<file path="config.mk">
export PLATFORM = sky130hd
export DESIGN_NAME = dual_ref_selector
export DESIGN_NICKNAME = d
export VERILOG_FILES = /design/src/rtl/ref_sel_pkg.sv /design/src/rtl/ref_pick.sv /design/src/rtl/hold_timer.sv /design/src/rtl/fail_flags.sv /design/src/rtl/dual_ref_selector.sv
export SDC_FILE = /design/constraint.sdc
export NUM_CORES = 1
export LEC_CHECK = 0
export CAP_MARGIN = 20
export CORE_AREA = 5 5 42 44
export CTS_CLUSTER_SIZE = 10
export DETAILED_ROUTE_END_ITERATION = 10
export DIE_AREA = 0 0 47 49
export PLACE_DENSITY = 0.65
export SYNTH_ARGS = -nofsm -noshare
export SYNTH_HDL_FRONTEND = slang
export SYNTH_SLANG_ARGS = --single-unit
</file>
<file path="constraint.sdc">
create_clock -name clk -period 2 [get_ports clk]
set_clock_uncertainty 0.15 [all_clocks]
set_input_delay 0.2 -clock clk [delete_from_list [all_inputs] [get_ports clk]]
set_output_delay 0.2 -clock clk [all_outputs]
set_load 0.05 [all_outputs]
</file>
<file path="src/rtl/ref_sel_pkg.sv">
package ref_sel_pkg;

   localparam int unsigned NREF = 2;

   typedef enum logic [1:0] {
      MODE_AUTO      = 2'b00,
      MODE_FORCE_PRI = 2'b01,
      MODE_FORCE_SEC = 2'b10,
      MODE_AUTO_ALT  = 2'b11
   } mode_t;

   typedef enum logic {
      ST_TRACK = 1'b0,
      ST_HOLD  = 1'b1
   } sel_state_t;

   typedef struct packed {
      logic ok;
      logic idx;
   } pick_t;

endpackage

</file>
<file path="src/rtl/ref_pick.sv">
module ref_pick
   import ref_sel_pkg::*;
(
   input  mode_t            mode,
   input  logic             pref,
   input  logic [NREF-1:0]  valid,
   output pick_t            want
);

   logic other;
   assign other = ~pref;

   always_comb begin
      want = '0;
      case (mode)
         MODE_FORCE_PRI: begin
            want.ok  = valid[0];
            want.idx = 1'b0;
         end
         MODE_FORCE_SEC: begin
            want.ok  = valid[1];
            want.idx = 1'b1;
         end
         default: begin
            if (valid[pref]) begin
               want.ok  = 1'b1;
               want.idx = pref;
            end else if (valid[other]) begin
               want.ok  = 1'b1;
               want.idx = other;
            end
         end
      endcase
   end

endmodule

</file>
<file path="src/rtl/hold_timer.sv">
module hold_timer #(
   parameter int unsigned HOLD_MIN = 16
) (
   input  logic clk,
   input  logic rst_n,
   input  logic in_hold,
   output logic done
);

   localparam int unsigned CNT_W = (HOLD_MIN > 2) ? $clog2(HOLD_MIN) : 1;
   localparam logic [CNT_W-1:0] LIMIT = CNT_W'(HOLD_MIN - 1);

   logic [CNT_W-1:0] cnt;

   always_ff @(posedge clk or negedge rst_n) begin
      if (!rst_n) begin
         cnt <= '0;
      end else if (!in_hold) begin
         cnt <= '0;
      end else if (cnt != LIMIT) begin
         cnt <= cnt + 1'b1;
      end
   end

   assign done = (cnt == LIMIT);

endmodule

</file>
<file path="src/rtl/fail_flags.sv">
module fail_flags
   import ref_sel_pkg::*;
(
   input  logic            clk,
   input  logic            rst_n,
   input  logic [NREF-1:0] valid,
   output logic [NREF-1:0] fail
);

   for (genvar i = 0; i < NREF; i++) begin : g_flag
      always_ff @(posedge clk or negedge rst_n) begin
         if (!rst_n) fail[i] <= 1'b0;
         else        fail[i] <= ~valid[i];
      end
   end

endmodule

</file>
<file path="src/rtl/dual_ref_selector.sv">
module dual_ref_selector
   import ref_sel_pkg::*;
#(
   parameter int unsigned HOLD_MIN = 16
) (
   input  logic       clk,
   input  logic       rst_n,
   input  logic [1:0] ref_valid_i,
   input  logic [1:0] mode_i,
   input  logic       pref_i,
   output logic       sel_o,
   output logic       holdover_o,
   output logic       switch_o,
   output logic [1:0] fail_o
);

   initial begin : p_param_chk
      assert (HOLD_MIN >= 1) else $error("HOLD_MIN must be at least 1");
   end

   // registered configuration, reset to autodetect / primary preferred
   mode_t      mode_q;
   logic       pref_q;
   sel_state_t state_q, state_d;
   logic       sel_q, sel_d;
   logic       sw_q;
   logic       tmr_done;
   pick_t      want;

   always_ff @(posedge clk or negedge rst_n) begin
      if (!rst_n) begin
         mode_q <= MODE_AUTO;
         pref_q <= 1'b0;
      end else begin
         mode_q <= mode_t'(mode_i);
         pref_q <= pref_i;
      end
   end

   ref_pick u_pick (
      .mode  (mode_q),
      .pref  (pref_q),
      .valid (ref_valid_i),
      .want  (want)
   );

   if (HOLD_MIN > 1) begin : g_timer
      hold_timer #(.HOLD_MIN(HOLD_MIN)) u_tmr (
         .clk     (clk),
         .rst_n   (rst_n),
         .in_hold (state_q == ST_HOLD),
         .done    (tmr_done)
      );
   end else begin : g_no_timer
      assign tmr_done = 1'b1;
   end

   always_comb begin
      state_d = state_q;
      sel_d   = sel_q;
      case (state_q)
         ST_TRACK: begin
            if (!want.ok || !ref_valid_i[sel_q]) state_d = ST_HOLD;
            else                                 sel_d   = want.idx;
         end
         default: begin
            if (want.ok && tmr_done) begin
               state_d = ST_TRACK;
               sel_d   = want.idx;
            end
         end
      endcase
   end

   always_ff @(posedge clk or negedge rst_n) begin
      if (!rst_n) begin
         state_q <= ST_TRACK;
         sel_q   <= 1'b0;
         sw_q    <= 1'b0;
      end else begin
         state_q <= state_d;
         sel_q   <= sel_d;
         sw_q    <= (sel_d != sel_q);
      end
   end

   fail_flags u_fail (
      .clk   (clk),
      .rst_n (rst_n),
      .valid (ref_valid_i),
      .fail  (fail_o)
   );

   assign sel_o      = sel_q;
   assign holdover_o = (state_q == ST_HOLD);
   assign switch_o   = sw_q;

endmodule

</file>
==> metrics.txt, run 1 <==
# TYPE chip_impl_metric gauge
chip_impl_info{name="result_of_the_run",value="complete, no violations"} 1
chip_impl_metric{name="ys_types",unit=""} 17
chip_impl_metric{name="clk_path_buf_depth",unit=""} 2
chip_impl_metric{name="routed_via_density",unit=""} 4.71
chip_impl_info{name="start_kind",value="register"} 1
chip_impl_metric{name="drt-total-wl",unit="um"} 854
chip_impl_info{name="rsz0062_at_grt",value="no"} 1
chip_impl_metric{name="post_cts.repair.setup_buffers",unit=""} 0
chip_impl_metric{name="synth_cells",unit=""} 49
chip_impl_metric{name="total_via_count_in_the_routed_design",unit=""} 377
chip_impl_metric{name="final_util",unit="%"} 49.3
chip_impl_metric{name="finalCritPeriodShare",unit="%"} 93.3
chip_impl_metric{name="htree_levels",unit=""} 1
chip_impl_metric{name="grt_use_total",unit="%"} 8.65
chip_impl_metric{name="comb_power_share",unit="%"} 36.2
chip_impl_metric{name="drt.antenna.violating_nets",unit=""} 0
chip_impl_info{name="clockRootBuffer",value="sky130_fd_sc_hd__clkbuf_4"} 1
chip_impl_metric{name="finish.net_count",unit=""} 76
chip_impl_metric{name="timing.critical_path.slowest_cell_delay",unit="ns"} 0.83
chip_impl_metric{name="dpl.hpwl",unit="um"} 641
chip_impl_metric{name="max-cap-violations",unit=""} 0
chip_impl_metric{name="yosysSeqAreaShare",unit="%"} 57.0
chip_impl_metric{name="routabilityCongestion",unit=""} 0.720
chip_impl_info{name="netlist.top_cell.by_area",value="sky130_fd_sc_hd__dfrtp_1"} 1
chip_impl_metric{name="fin_tns_setup",unit="ns"} 0
chip_impl_metric{name="vias_in_the_first_global_route",unit=""} 351
chip_impl_metric{name="crit_required",unit="ns"} 1.65
chip_impl_info{name="worst_hold_path_type",value="primary input to asynchronous set/reset pin"} 1
chip_impl_metric{name="grt_pass1_wl",unit="um"} 1350
chip_impl_metric{name="pre_cts_slack",unit="ns"} 0.437
chip_impl_metric{name="ctsResizeCount",unit=""} 0
chip_impl_metric{name="fmaxAchievable",unit="GHz"} 0.536
chip_impl_metric{name="antennaDiodeCount",unit=""} 0
chip_impl_metric{name="static-leakage-power",unit="nW"} 0.336
chip_impl_metric{name="top_level_ports",unit=""} 12
chip_impl_info{name="tritoncts",value="done"} 1
chip_impl_metric{name="syn_nets",unit=""} 60
chip_impl_metric{name="port_buffers",unit=""} 11
chip_impl_metric{name="power_density",unit="mW/mm2"} 1280
chip_impl_metric{name="clkLatencyLatePin",unit="ns"} 0.27
chip_impl_metric{name="syn-cell-area",unit="um2"} 527
chip_impl_metric{name="global_route.overflow_total",unit=""} 0
chip_impl_metric{name="chipWidth",unit="um"} 47
chip_impl_metric{name="synthDominantCellAreaShare",unit="%"} 57.0
chip_impl_metric{name="mean_cell_area_of_the_mapped_netlist",unit="um2"} 10.8
chip_impl_info{name="worst_path_cell_trace",value="clkdlybuf4s50_1"} 1
chip_impl_metric{name="initial_antenna_violation_count",unit=""} 0
chip_impl_metric{name="route.detailed.wl_per_inst",unit="um"} 10.7
chip_impl_metric{name="layout_setup_ws",unit="ns"} 0.135
chip_impl_metric{name="finalSetupViolCount",unit=""} 0
chip_impl_metric{name="power.share.sequential",unit="%"} 42.2
chip_impl_info{name="crit_type",value="register to primary output"} 1
chip_impl_metric{name="total_switching_power",unit="mW"} 0.323
chip_impl_metric{name="cts_made_buffers",unit=""} 3
chip_impl_metric{name="firstDrtPassIters",unit=""} 4
chip_impl_metric{name="fp.dieH",unit="um"} 49
chip_impl_metric{name="final_max_slew_viol_count",unit=""} 0
chip_impl_metric{name="worst-endpoint-arrival",unit="ns"} 1.52
chip_impl_metric{name="tightest_slew",unit="ns"} 0.505
chip_impl_metric{name="worstPathMaxFanout",unit=""} 4
chip_impl_metric{name="yosys_warnings",unit=""} 0
chip_impl_info{name="timing.critical_path.max_delay_family",value="buffers and inverters"} 1
chip_impl_metric{name="ff2ff_setup_slack",unit="ns"} 0.48
chip_impl_metric{name="starting_density_of_the_core",unit="%"} 37.6
chip_impl_metric{name="final-hold-violation-count",unit=""} 0
chip_impl_info{name="final_cell_mix",value="sky130_fd_sc_hd__dfrtp_1 (12), sky130_fd_sc_hd__clkdlybuf4s50_1 (10), sky130_fd_sc_hd__inv_1 (9)"} 1
chip_impl_metric{name="power.share.switching",unit="%"} 36.7
chip_impl_metric{name="area.growth.synth_to_final",unit="%"} 31.1
chip_impl_metric{name="postSynthRegisterBits",unit=""} 12
chip_impl_info{name="most_common_cell_after_layout_fill_and_taps_aside",value="sky130_fd_sc_hd__dfrtp_1"} 1
chip_impl_metric{name="power_report.internal_total",unit="mW"} 0.557
chip_impl_metric{name="max-slew-margin-rel",unit="%"} 66.2
chip_impl_metric{name="share_of_final_layout_standard_cells_stronger_than_drive_strength_1",unit="%"} 9.38
chip_impl_metric{name="clock_pin_slew_of_the_registers_on_the_worst_case_setup_and_hold_paths",unit="ns"} 0.07
chip_impl_info{name="synth_top_cells_by_area",value="sky130_fd_sc_hd__dfrtp_1 (57%), sky130_fd_sc_hd__ha_1 (9.5%), sky130_fd_sc_hd__o21ai_0 (6.7%)"} 1
chip_impl_metric{name="fin_crit",unit="ns"} 1.87
chip_impl_metric{name="clock-sinks",unit=""} 12
chip_impl_metric{name="pin_count_of_the_biggest_net_entering_global_routing",unit=""} 13
chip_impl_metric{name="number_of_remaining_drc_errors",unit=""} 0
chip_impl_metric{name="cts_hold_repair.buffers",unit=""} 0
chip_impl_metric{name="worstPathBufferInverterCount",unit=""} 1
chip_impl_metric{name="ir_drop",unit="mV"} 0.700
chip_impl_info{name="worstSetupEndpointType",value="primary output"} 1
chip_impl_metric{name="cell_rows",unit=""} 14
chip_impl_metric{name="core-area",unit="mm2"} 0.00140
chip_impl_metric{name="drt_iter0_markers",unit=""} 3
chip_impl_info{name="worst_path_max_delay_cell",value="sky130_fd_sc_hd__clkdlybuf4s50_1"} 1
chip_impl_metric{name="design.die.area",unit="mm2"} 0.00230
chip_impl_metric{name="clockPowerShare",unit="%"} 21.6
## cell usage after synthesis, drive strengths merged
| cell type | number |
|---|---|
| a31oi | 1 |
| xnor2 | 1 |
| o22ai | 1 |
| a21oi | 1 |
| nor3 | 1 |
| nand2 | 3 |
| nor2 | 1 |
| nor2b | 1 |
| ha | 4 |
| o21ba | 1 |
| mux2i | 1 |
| nand3 | 3 |
| inv | 9 |
| dfrtp | 12 |
| a211oi | 1 |
| o21ai | 7 |
| nand4 | 1 |
## sequential cells by signal (all words and copies together), names as in the netlist
name,count
switch_o,1
sel_o,1
pref_q,1
u_fail.fail,2
mode_q,2
g_timer.u_tmr.cnt,4
holdover_o,1
## routing by layer
| layer | vias up | GRT usage (%) | part of all wire, % |
|---|---|---|---|
| li1 | 192 | - | - |
| met1 | 171 | 8.99 | 48 |
| met2 | 10 | 12.2 | 42 |
| met3 | 4 | 4.80 | 6.4 |
| met4 | 0 | 6.91 | 3.6 |
| met5 | - | 0 | 0 |
## metrics by stage
step	area, um2	total power, mW	instances	hold WS [ns]
after floorplan	527	0.601	49	-0.246
after global placement	654	0.689	76	0.371
after detailed placement	654	0.698	76	0.391
after CTS	691	0.888	80	0.131
after global routing	691	0.942	80	0.153
final	691	0.881	80	0.112
## cells by family after synthesis
group                      share of synthesized area [%]
xor gates and xnor gates                            1.66
and+or+nand+nor                                     10.2
AOI/OAI and AO/OA                                   13.3
adders and majority gates                           9.50
muxes                                               1.90
buffers and inverters                               6.41
DFF                                                 57.0
## layout make-up
type                            instances  area (um2)
Clock buffer                            4        36.3
Fill cell                             148         711
Sequential cell                        12         300
Inverter                                9        33.8
Tap cell                               16        20.0
Timing Repair Buffer                   11         108
Multi-Input combinational cell         28         193
## worst paths after layout
| check | from | to | cells after the start |
|---|---|---|---|
| worst max-delay path | sel_o | sel_o | 1 |
| worst min-delay path | rst_n | holdover_o | 1 |
| worst max register to register | mode_q[0] | sel_o | 6 |
| worst min register to register | g_timer.u_tmr.cnt[2] | g_timer.u_tmr.cnt[2] | 1 |
| max in group asynchronous | rst_n | pref_q | 1 |
| min in group clk | mode_i[1] | mode_q[1] | 1 |
## power groups by stage
stage	registers (mW)	logic, mW	clock network (mW)
finish	0.372	0.319	0.190
global route	0.381	0.357	0.204
CTS	0.372	0.323	0.193
detailed placement	0.375	0.323	0
global placement	0.375	0.314	0
floorplan	0.435	0.167	0
(Power assumes the default switching activity.)
==> run 2: changes to the inputs <==
Settings changed: CAP_MARGIN 20 to 10.
==> results of run 2 <==
Same layout as run 1: the final DEF is identical, and so are final timing and power.
